--- src/rtl/pbc_pkg.sv ---
package pbc_pkg;
    typedef enum logic [1:0] {
        ST_IDLE  = 2'd0,
        ST_SHIFT = 2'd1,
        ST_PASS  = 2'd2
    } pbc_state_t;

    // Position of the format bit in the general control byte
    localparam int FMT_BIT = 6;
endpackage

--- src/rtl/pbc_bit_order.sv ---
module pbc_bit_order #(
    parameter int W = 32
) (
    input  logic [W-1:0] din,
    input  logic         reverse,
    output logic [W-1:0] dout
);
    for (genvar i = 0; i < W; i++) begin : g_bit
        assign dout[i] = reverse ? din[W-1-i] : din[i];
    end
endmodule

--- src/rtl/pbc_lane_sel.sv ---
module pbc_lane_sel #(
    parameter int W    = 32,
    parameter int PW   = 8,
    localparam int N   = W / PW,
    localparam int IW  = (N > 1) ? $clog2(N) : 1
) (
    input  logic [W-1:0]  word,
    input  logic [IW-1:0] sel,
    output logic [PW-1:0] lane
);
    logic [PW-1:0] lanes [N];

    for (genvar k = 0; k < N; k++) begin : g_lane
        assign lanes[k] = word[k*PW +: PW];
    end

    assign lane = lanes[sel];
endmodule

--- src/rtl/pixbus_capture.sv ---
module pixbus_capture #(
    parameter int BUS_W = 32,
    parameter int PIX_W = 8
) (
    input  logic             clk,
    input  logic             rst_n,
    input  logic [BUS_W-1:0] bus_word,
    input  logic             word_stb,
    input  logic             pt_stb,
    input  logic             pass_mode,
    input  logic [7:0]       gen_ctrl,
    output logic [PIX_W-1:0] pix_out,
    output logic             pix_vld
);
    import pbc_pkg::*;

    localparam int NPIX  = BUS_W / PIX_W;
    localparam int IDX_W = (NPIX > 1) ? $clog2(NPIX) : 1;
    localparam logic [IDX_W-1:0] LAST = IDX_W'(NPIX - 1);

    pbc_state_t       state, next_state;
    logic [IDX_W-1:0] idx;
    logic [BUS_W-1:0] word_q;
    logic [BUS_W-1:0] ordered;
    logic [PIX_W-1:0] lane;
    logic             cap_norm, cap_pt, word_done;
    logic             ctrl_unused;

    assign ctrl_unused = ^gen_ctrl;
    assign cap_norm    = !pass_mode && word_stb;
    assign cap_pt      = pass_mode && pt_stb;
    assign word_done   = (state != ST_SHIFT) || (idx == LAST);

    pbc_bit_order #(.W(BUS_W)) u_order (
        .din     (bus_word),
        .reverse (gen_ctrl[FMT_BIT]),
        .dout    (ordered)
    );

    pbc_lane_sel #(.W(BUS_W), .PW(PIX_W)) u_lane (
        .word (word_q),
        .sel  (idx),
        .lane (lane)
    );

    // Next-state decision
    always_comb begin
        next_state = state;
        unique case (state)
            ST_IDLE, ST_PASS: begin
                if (cap_norm)    next_state = ST_SHIFT;
                else if (cap_pt) next_state = ST_PASS;
                else             next_state = ST_IDLE;
            end
            ST_SHIFT: begin
                if (idx != LAST) next_state = ST_SHIFT;
                else if (cap_norm) next_state = ST_SHIFT;
                else if (cap_pt)   next_state = ST_PASS;
                else               next_state = ST_IDLE;
            end
            default: next_state = ST_IDLE;
        endcase
    end

    // State register, channel index and held word
    always_ff @(posedge clk or negedge rst_n) begin
        if (!rst_n) begin
            state  <= ST_IDLE;
            idx    <= '0;
            word_q <= '0;
        end else begin
            state <= next_state;
            if (word_done) begin
                idx <= '0;
                if (cap_norm || cap_pt) begin
                    word_q <= ordered;   // format fixed for the whole word
                end
            end else begin
                idx <= idx + IDX_W'(1);
            end
        end
    end

    // Outputs
    always_comb begin
        pix_vld = 1'b0;
        pix_out = '0;
        unique case (state)
            ST_SHIFT, ST_PASS: begin
                pix_vld = 1'b1;
                pix_out = lane;
            end
            ST_IDLE: begin
                pix_vld = 1'b0;
                pix_out = '0;
            end
            default: begin
                pix_vld = 1'b0;
                pix_out = '0;
            end
        endcase
    end
endmodule

--- config.mk ---
export PLATFORM = sky130hd
export DESIGN_NAME = pixbus_capture
export DESIGN_NICKNAME = d
export VERILOG_FILES = /design/src/rtl/pbc_pkg.sv /design/src/rtl/pbc_bit_order.sv /design/src/rtl/pbc_lane_sel.sv /design/src/rtl/pixbus_capture.sv
export SDC_FILE = /design/constraint.sdc
export NUM_CORES = 1
export LEC_CHECK = 0
export BUFFER_PORTS_ARGS = -buffer_cell sky130_fd_sc_hd__buf_2
export CAP_MARGIN = 30
export CORE_MARGIN = 2
export CORE_UTILIZATION = 58
export CTS_BUF_LIST = sky130_fd_sc_hd__clkbuf_16
export DETAILED_ROUTE_END_ITERATION = 10
export PLACE_DENSITY_LB_ADDON = 0.15
export SYNTH_ARGS = -nofsm -noshare
export SYNTH_HDL_FRONTEND = slang
export SYNTH_HIERARCHICAL = 1
export SYNTH_SLANG_ARGS = --single-unit
--- constraint.sdc ---
create_clock -name clk -period 2.4 [get_ports clk]
set_input_delay 0.36 -clock clk [delete_from_list [all_inputs] [get_ports clk]]
set_output_delay 0.36 -clock clk [all_outputs]
set_load 0.05 [all_outputs]
==> results.yml, run 1 <==
timing:
  fin_tns_setup_ns: 0
  skew_ns: 0.00615
  hold_viol: 0
  hold_ws_ns: 0.175
  finalCritPeriodShare_pct: 84.7
  slew_headroom_pct: 45.8
  slew_viol_final: 0
  clock.fmax_ghz: 0.492
  finalWorstSetupSlack_ns: 0.367
  grt_setup_unrepaired: "no"
  tightest_slew_ns: 0.813
  setup_viol: 0
  period_needed_ns: 2.03
clock_network:
  cts_buffers: 5
  clockRootBuffer: "clkbuf_16"
  clk_latency_ns: 0.28
  clock_sinks: 36
  post_cts_buffers: 0
  cts_tree: "built"
  clk_pin_slew_worst_paths_ns: 0.06
  cts_max_path_buffers: 2
  holdBufCountCts: 0
  cts_resized: 0
  htreeDepth: 2
floorplan:
  rows: 22
  chipWidth_um: 66.1
  die_h_um: 66.1
  ioPinCount: 54
  core_um2: 3690
  die_area_um2: 4370
  floorplan.initialDensity_pct: 60.7
route:
  dr.pass1.iters: 6
  ant_nets: 0
  drt_wl_total_um: 4040
  wl_per_cell_um: 16.7
  drc: 0
  via_per_inst: 5.50
  drt_iter0_drc: 48
  vias: 1331
setup_path:
  path_class: "reg2out"
  path_delay_family: "multiplexers"
  crit_fanout: 6
  slowest_stage: "mux4_2"
  cp_data_required_time_ns: 2.04
  crit_arrival_ns: 1.67
  path_buf_inv: 2
  critPathMaxStageDelay_ns: 0.51
  endpoint_kind: "primary output"
  crit_chain: "buf_4, mux4_2, and2_1, buf_2"
  start_kind: "flop"
grt:
  grt_first_pass_wirelength_um: 6620
  grt_use_total_pct: 20.6
  antenna_found_initial: 0
  grt_max_degree: 37
  grt-ovfl-total: 0
  first_global_vias: 1441
layout:
  drive_gt1_share_pct: 68.0
  fin_cells: 242
  mostFrequentLayoutCells: "buf_2 (46), dfrtp_1 (36), mux2_2 (34)"
  finalInstanceArea_um2: 2600
  multi_input_area_um2: 1200
  seqCellArea_um2: 901
  nets: 243
  n_antenna_cell: 0
  layout_commonest_cell: "buf_2"
  nFillCells: 261
  areaGrowthSynthToFinish_pct: 16.0
synthesis:
  synth_area_um2: 2240
  syn_avg_cell_area_um2: 15.5
  synth_warnings: 6
  synth-seq-cells: 36
  synth.net_count: 194
  synth.distinct_cells: 19
  syn_inst: 144
  seq_area_frac_synth_pct: 40.2
placed_design:
  place_inst: 234
  dp_hpwl_um: 2840
  placed_area_um2: 2460
  pre_cts_ws_ns: 0.491
  portBuffers: 46
  gp_congestion: 0.722
status:
  status: "complete, no violations"
power_and_ir_drop:
  leakagePower_nw: 1.24
  cellPowerDensity_nw_per_um2: 1300
  peakVddDrop_v: 0.000668
job:
  drv_cap: 0
min_path:
  hold_path.class: "in2async"
[flip-flops by register name, indices dropped and copies added, names as in the netlist]
signal / cells
state: 2
idx: 2
word_q: 32
[worst paths after layout]
path	depth (start not counted)	to	slack [ns]	start
min in group clk	3	state[1]	0.39	pt_stb
hold reg to reg	1	word_q[29]	0.51	word_q[29]
hold / removal	1	word_q[14]	0.17	rst_n
setup / recovery	4	pix_out[5]	0.37	idx[0]
setup reg to reg	5	word_q[10]	0.49	idx[1]
max in group asynchronous	1	word_q[11]	1.71	rst_n
[metal layers]
metal  track usage (%)  up-vias  wire length, µm
met1              23.5      681             1650
met4              7.65        0               37
li1                  -      621                -
met3              4.09        4              131
met5                 0        -                0
met2              37.8       25             2220
[through the flow]
stage                     utilization, %  power (mW)
final                               70.4        3.38
after global routing                70.4        3.57
after detailed placement            66.6        2.78
after global placement              66.6        2.71
after CTS                           70.4        3.41
after floorplan                        -        2.44
[area by class of cell]
| type | count | area share (%) |
|---|---|---|
| clock buffers | 5 | 4.82 |
| clock inverters | 3 | 0.530 |
| inverters | 3 | 0.434 |
| multi-input cells | 96 | 46.4 |
| flip-flops and latches | 36 | 34.7 |
| well taps | 48 | 2.31 |
| repair buffers | 51 | 10.8 |
[cell usage after synthesis]
master | n | area [µm²]
dfrtp_1 | 36 | 901
mux2_2 | 34 | 383
mux2_4 | 30 | 450
and2_1 | 8 | 50.1
mux4_2 | 8 | 180
buf_6 | 5 | 56.3
ha_1 | 5 | 62.6
buf_12 | 3 | 60.1
inv_1 | 3 | 11.3
nor2_1 | 2 | 7.51
nor3_1 | 2 | 10.0
a211oi_1 | 1 | 7.51
a21boi_4 | 1 | 18.8
clkbuf_2 | 1 | 5.00
nand2_1 | 1 | 3.75
nand2b_1 | 1 | 6.26
nand2b_4 | 1 | 13.8
nor2b_1 | 1 | 6.26
o21ai_0 | 1 | 5.00
[cells by family after synthesis]
family,count (synthesis),share of synthesized area (%)
AOI/OAI and AO/OA,3,1.40
adders and majority gates,5,2.79
buffers and inverters,12,5.92
DFF,36,40.2
muxes,72,45.3
and+or+nand+nor,16,4.36
[worst reg2reg max path, delay by kind of cell (launching register included)]
family	cells	cell delay (ns)
AO/OA/AOI/OAI	1	0.20
adder cells (fa/ha/maj)	1	0.27
buffers and inverters	1	0.22
flip-flops	1	0.58
multiplexers	1	0.37
AND/OR/NAND/NOR	1	0.16
[power breakdown]
part / switching [mW] / leakage (nW) / internal [mW]
registers: 0.191 / 0.426 / 0.914
clock network: 0.235 / 0.0710 / 0.376
logic: 0.879 / 0.740 / 0.787
total: 1.31 / 1.24 / 2.08
Power figures use the tool's default switching activity.
==> run 2: changes to the inputs <==
--- a/config.mk
+++ b/config.mk
@@ -5,10 +5,11 @@
 export SDC_FILE = /design/constraint.sdc
 export NUM_CORES = 1
 export LEC_CHECK = 0
+export ABC_AREA = 1
 export BUFFER_PORTS_ARGS = -buffer_cell sky130_fd_sc_hd__buf_2
 export CAP_MARGIN = 30
 export CORE_MARGIN = 2
-export CORE_UTILIZATION = 58
+export CORE_UTILIZATION = 50
 export CTS_BUF_LIST = sky130_fd_sc_hd__clkbuf_16
 export DETAILED_ROUTE_END_ITERATION = 10
 export PLACE_DENSITY_LB_ADDON = 0.15
==> constraint.sdc (replaced) <==
create_clock -name clk -period 1.7 [get_ports clk]
set_input_delay 0.255 -clock clk [delete_from_list [all_inputs] [get_ports clk]]
set_output_delay 0.255 -clock clk [all_outputs]
set_load 0.05 [all_outputs]
==> results.yml, run 2 <==
clock_network:
  clk_pin_slew_worst_paths_ns: 0.06
  cts_tree: "built"
  clockRootBuffer: "clkbuf_16"
  cts_buffers: 5
  clk_latency_ns: 0.27
  holdBufCountCts: 0
  cts_max_path_buffers: 2
  clock_sinks: 36
  htreeDepth: 2
power_and_ir_drop:
  total_power_mw: 5.59
  peakVddDrop_v: 0.00106
  cellPowerDensity_nw_per_um2: 1820
  power.switching_mw: 2.62
  sequentialPowerShare_pct: 27.2
  leakagePower_nw: 1.75
  power_frac_comb_pct: 57.6
  p_sw_share_pct: 47.0
  p_clk_share_pct: 15.2
  intPower_mw: 2.96
layout:
  n_antenna_cell: 0
  areaGrowthSynthToFinish_pct: 22.3
  nFillCells: 448
  largest_register_ffs: 32
  top_regs: "word_q (32), idx (2), state (2)"
  drive_gt1_share_pct: 31.1
  layout_commonest_cell: "nand2_1"
  largest_register: "word_q"
  finalInstanceArea_um2: 3070
  mostFrequentLayoutCells: "nand2_1 (169), nand2_2 (45), nand3_1 (40)"
  nets: 474
setup_path:
  cp_data_required_time_ns: 1.44
  r2r-end: "word_q[31]"
  crit_arrival_ns: 1.44
  r2r_cells: 7
  r2r-start: "idx[0]"
  crit_fanout: 7
  reg2reg_setup_slack_ns: 0.12
  endpoint_kind: "primary output"
  path_class: "reg2out"
  start_kind: "flop"
timing:
  hold_viol: 0
  period_needed_ns: 1.70
  slew_viol_final: 0
  grt_setup_unrepaired: "yes"
  finalCritPeriodShare_pct: 99.9
  slew_headroom_pct: 70.3
  setup_viol: 0
  hold_ws_ns: 0.0115
  fin_tns_setup_ns: 0
  clock.fmax_ghz: 0.589
  skew_ns: 0.00402
  finalWorstSetupSlack_ns: 0.00253
  tightest_slew_ns: 0.446
placed_design:
  placed_area_um2: 2730
  gp_congestion: 0.838
  portBuffers: 46
  dp_hpwl_um: 4020
  pre_cts_ws_ns: 0.0973
status:
  status: "complete, no violations"
synthesis:
  syn_inst: 382
  ys_top_cells_by_area: "dfrtp_1 (36%), nand2_1 (29%), nand3_1 (9.8%)"
  seq_area_frac_synth_pct: 35.9
  synth_area_um2: 2510
  synth.net_count: 432
  synthArstFlopShare_pct: 100
  yosysTopAreaCell: "dfrtp_1"
  synth_top_area_share_pct: 35.9
  synth_warnings: 6
  synth.distinct_cells: 18
  synth_edf_count: 0
  synth_common_cells: "nand2_1 (191), nand3_1 (49), inv_1 (48), dfrtp_1 (36), nand2_2 (23)"
  yosysMostFrequentCell: "nand2_1"
  synth-seq-cells: 36
  syn_avg_cell_area_um2: 6.57
  ys_dominant_reg_cell: "dfrtp_1"
grt:
  first_global_vias: 1966
  grt_max_degree: 37
  grt_use_total_pct: 21.4
  antenna_found_initial: 0
  grt-ovfl-total: 0
  grt_first_pass_wirelength_um: 9090
route:
  drt_wl_total_um: 5540
  drt_iter0_drc: 110
  via_per_inst: 4.66
  ant_nets: 0
  dr.pass1.iters: 4
  wl_per_cell_um: 11.3
  drc: 0
  vias: 2291
floorplan:
  ioPinCount: 54
  die_area_um2: 5610
  die_h_um: 74.9
  chipWidth_um: 74.9
  rows: 25
  floorplan.initialDensity_pct: 52.5
  core_um2: 4790
min_path:
  hold_path.class: "in2async"
job:
  drv_cap: 0
run 2: through the flow:
step	cells	util, %
global placement	482	57.0
CTS	491	61.1
floorplan	382	-
finish	492	64.2
global route	492	64.2
detailed placement	482	57.0
run 2: timing repair:
item / CTS / global route
gates resized for setup: 17 / 45
setup endpoints to repair: 8 / 8
gates cloned: 0 / 1
buffers inserted: 1 / 0
pin swaps: 0 / 12
run 2: cells by family after synthesis:
logic type	count (synthesis)	synth area share (%)
buffers and inverters	71	15.9
AOI/OAI and AO/OA	1	0.199
adders and majority gates	5	2.49
DFF	36	35.9
and+or+nand+nor	269	45.5
run 2: cell type report:
cell class | instances | area (µm²) | area share, %
flip-flops and latches | 36 | 902 | 29.4
multi-input cells | 275 | 1320 | 43.1
repair inverters | 1 | 6.26 | 0.204
well taps | 67 | 83.8 | 2.73
clock buffers | 5 | 125 | 4.07
inverters | 50 | 230 | 7.50
repair buffers | 55 | 385 | 12.6
clock inverters | 3 | 13.8 | 0.448
run 2: critical path, stage by stage, from the launching register on:
cell and delay, ns:
dfrtp_2 0.49, buf_6 0.17, nand2_1 0.07, nand3_2 0.07
nand2_2 0.06, nand2_2 0.07, clkinvlp_4 0.09, buf_8 0.15
run 2: power by group through the flow:
stage	combinational [mW]	sequential, mW	clock [mW]
global route	3.55	1.57	0.915
CTS	2.78	1.51	0.866
detailed placement	2.58	1.52	0
floorplan	2.17	1.43	0
global placement	2.54	1.50	0
finish	3.22	1.52	0.848
run 2: how the worst max path moves through the flow:
stage                        start          to  cells past startpoint
after global placement      idx[0]  pix_out[1]                      7
final                       idx[0]  pix_out[7]                      7
after detailed placement    idx[0]  pix_out[6]                      7
after CTS                   idx[0]  pix_out[6]                      7
after global routing        idx[0]  pix_out[1]                      7
after floorplan           state[0]  pix_out[0]                      5
run 2: metal layers:
layer	GRT usage [%]	wire, µm
met1	31.9	2730
met2	32.5	2600
met3	3.21	154
met4	5.95	59
met5	0	0
==> run 3: changes to the inputs <==
--- a/config.mk
+++ b/config.mk
@@ -6,7 +6,7 @@
 export NUM_CORES = 1
 export LEC_CHECK = 0
 export ABC_AREA = 1
-export BUFFER_PORTS_ARGS = -buffer_cell sky130_fd_sc_hd__buf_2
+export BUFFER_PORTS_ARGS = -buffer_cell sky130_fd_sc_hd__clkbuf_2
 export CAP_MARGIN = 30
 export CORE_MARGIN = 2
 export CORE_UTILIZATION = 50
==> results.yml, run 3 (synthesis gave the netlist of run 2 again) <==
setup_path:
  startpoint: "idx[0]"
  r2r-end: "word_q[25]"
  slowest_stage: "dfrtp_2"
  r2r_cells: 6
  crit_cells: 7
  path_buf_inv: 3
  cp_data_required_time_ns: 1.44
  reg2reg_setup_slack_ns: 0.21
  endpoint_kind: "primary output"
  crit_path_end: "pix_out[7]"
  path_delay_family: "flip-flops"
  crit_chain: "buf_8, nand2_1, nand3_1, nand2_2, nand2_2, clkinvlp_4, buf_8"
  crit_arrival_ns: 1.47
  path_class: "reg2out"
  r2r-start: "idx[0]"
  start_kind: "flop"
  crit_fanout: 8
  critPathMaxStageDelay_ns: 0.49
clock_network:
  htreeDepth: 2
  cts_tree: "built"
  cts_max_path_buffers: 2
  clk_pin_slew_worst_paths_ns: 0.05
  cts_buffers: 5
  clockRootBuffer: "clkbuf_16"
  clk_latency_ns: 0.27
  clock_sinks: 36
  post_cts_buffers: 0
status:
  status: "finished, violations left"
  violations: "negative setup slack"
timing:
  slew_headroom_pct: 66.1
  setup_viol: 4
  grt_setup_unrepaired: "yes"
  period_needed_ns: 1.73
  hold_viol: 0
  finalWorstSetupSlack_ns: -0.0266
  slew_viol_final: 0
  finalCritPeriodShare_pct: 102
  tightest_slew_ns: 0.509
  clock.fmax_ghz: 0.579
  skew_ns: 0.00239
layout:
  n_antenna_cell: 0
  areaGrowthSynthToFinish_pct: 23.9
  nFillCells: 436
  drive_gt1_share_pct: 30.8
  seqCellArea_um2: 902
  mostFrequentLayoutCells: "nand2_1 (168), nand2_2 (45), inv_1 (40), nand3_1 (40), clkbuf_2 (38)"
  largest_register: "word_q"
  multi_input_area_um2: 1330
  final_core_util_pct: 65.0
  layout_commonest_cell: "nand2_1"
  top_regs: "word_q (32), idx (2), state (2)"
  nets: 474
  finalInstanceArea_um2: 3110
  largest_register_ffs: 32
floorplan:
  die_area_um2: 5610
  core_um2: 4790
  chipWidth_um: 74.9
  ioPinCount: 54
  floorplan.initialDensity_pct: 52.5
  rows: 25
  die_h_um: 74.9
power_and_ir_drop:
  cellPowerDensity_nw_per_um2: 1820
  peakVddDrop_v: 0.00106
  total_power_mw: 5.67
  leakagePower_nw: 1.78
placed_design:
  dp_hpwl_um: 4020
  portBuffers: 46
  placed_area_um2: 2740
  gp_congestion: 0.863
  pre_cts_ws_ns: 0.199
route:
  wl_per_cell_um: 11.3
  vias: 2345
  drc: 0
  ant_nets: 0
  drt_wl_total_um: 5570
  dr.pass1.iters: 4
  via_per_inst: 4.77
  drt_iter0_drc: 182
grt:
  grt_busiest_layer: "met2"
  use_met2_pct: 32.4
  grt-ovfl-total: 0
  grt_first_pass_wirelength_um: 8890
  grt_use_total_pct: 20.9
  antenna_found_initial: 0
  first_global_vias: 1992
  met3_usage_pct: 3.48
  grt_util_met1_pct: 30.0
  grt_max_degree: 36
job:
  drv_cap: 0
min_path:
  hold_path.class: "in2reg"
[run 3: changes by cell type in the layout (fill, tap and decap cells not counted), sizes merged]
cell	change
clkinv	-2
dlygate4sd3	+1
buf	-39
inv	+2
clkbuf	+38
[run 3: what timing repair did]
action | in CTS | in global routing
hold buffers | 1 | 0
gates cloned | 0 | 2
resized for setup | 22 | 45
pin swaps | 0 | 12
hold endpoints to repair | 18 | 0
setup endpoints to repair | 8 | 8
[run 3: how the worst min path moves through the flow]
stage               startpoint         end  cells past startpoint
floorplan                rst_n      idx[0]                      0
global placement         rst_n  word_q[30]                      1
detailed placement       rst_n  word_q[30]                      1
CTS                     pt_stb    state[1]                      3
global route            pt_stb    state[1]                      3
finish                  pt_stb    state[1]                      3
[run 3: final cells by class]
cell class / count / share of cell area, %
clock buffer: 5 / 4.02
clock inverter: 3 / 0.362
inverter: 50 / 7.40
multi-input combinational: 275 / 42.8
sequential: 36 / 29.0
tap: 67 / 2.70
timing repair buffer: 55 / 13.5
timing repair inverter: 1 / 0.201
[run 3: power by group]
part	switching, mW	internal [mW]	total (mW)
sequential	0.281	1.25	1.53
clock	0.306	0.526	0.832
combinational	2.07	1.24	3.31
[run 3: per-stage QoR]
stage,TNS (ns),hold slack [ns],cells
2_1_floorplan,0,-0.0406,382
3_3_place_gp,0,0.245,481
3_5_place_dp,0,0.249,481
4_1_cts,0,0.227,490
5_1_grt,-0.513,0.246,492
6_report,-0.0536,0.229,492
[run 3: routing by layer]
layer / up-vias / wire length (µm)
li1: 1225 / -
met1: 1045 / 2650
met2: 69 / 2570
met3: 6 / 279
met4: 0 / 73
met5: - / 0
[run 3: worst min-delay path: cells and delay by family]
| kind | cells | cell delay, ns |
|---|---|---|
| and+or+nand+nor | 2 | 0.11 |
| buffers and inverters | 1 | 0.09 |
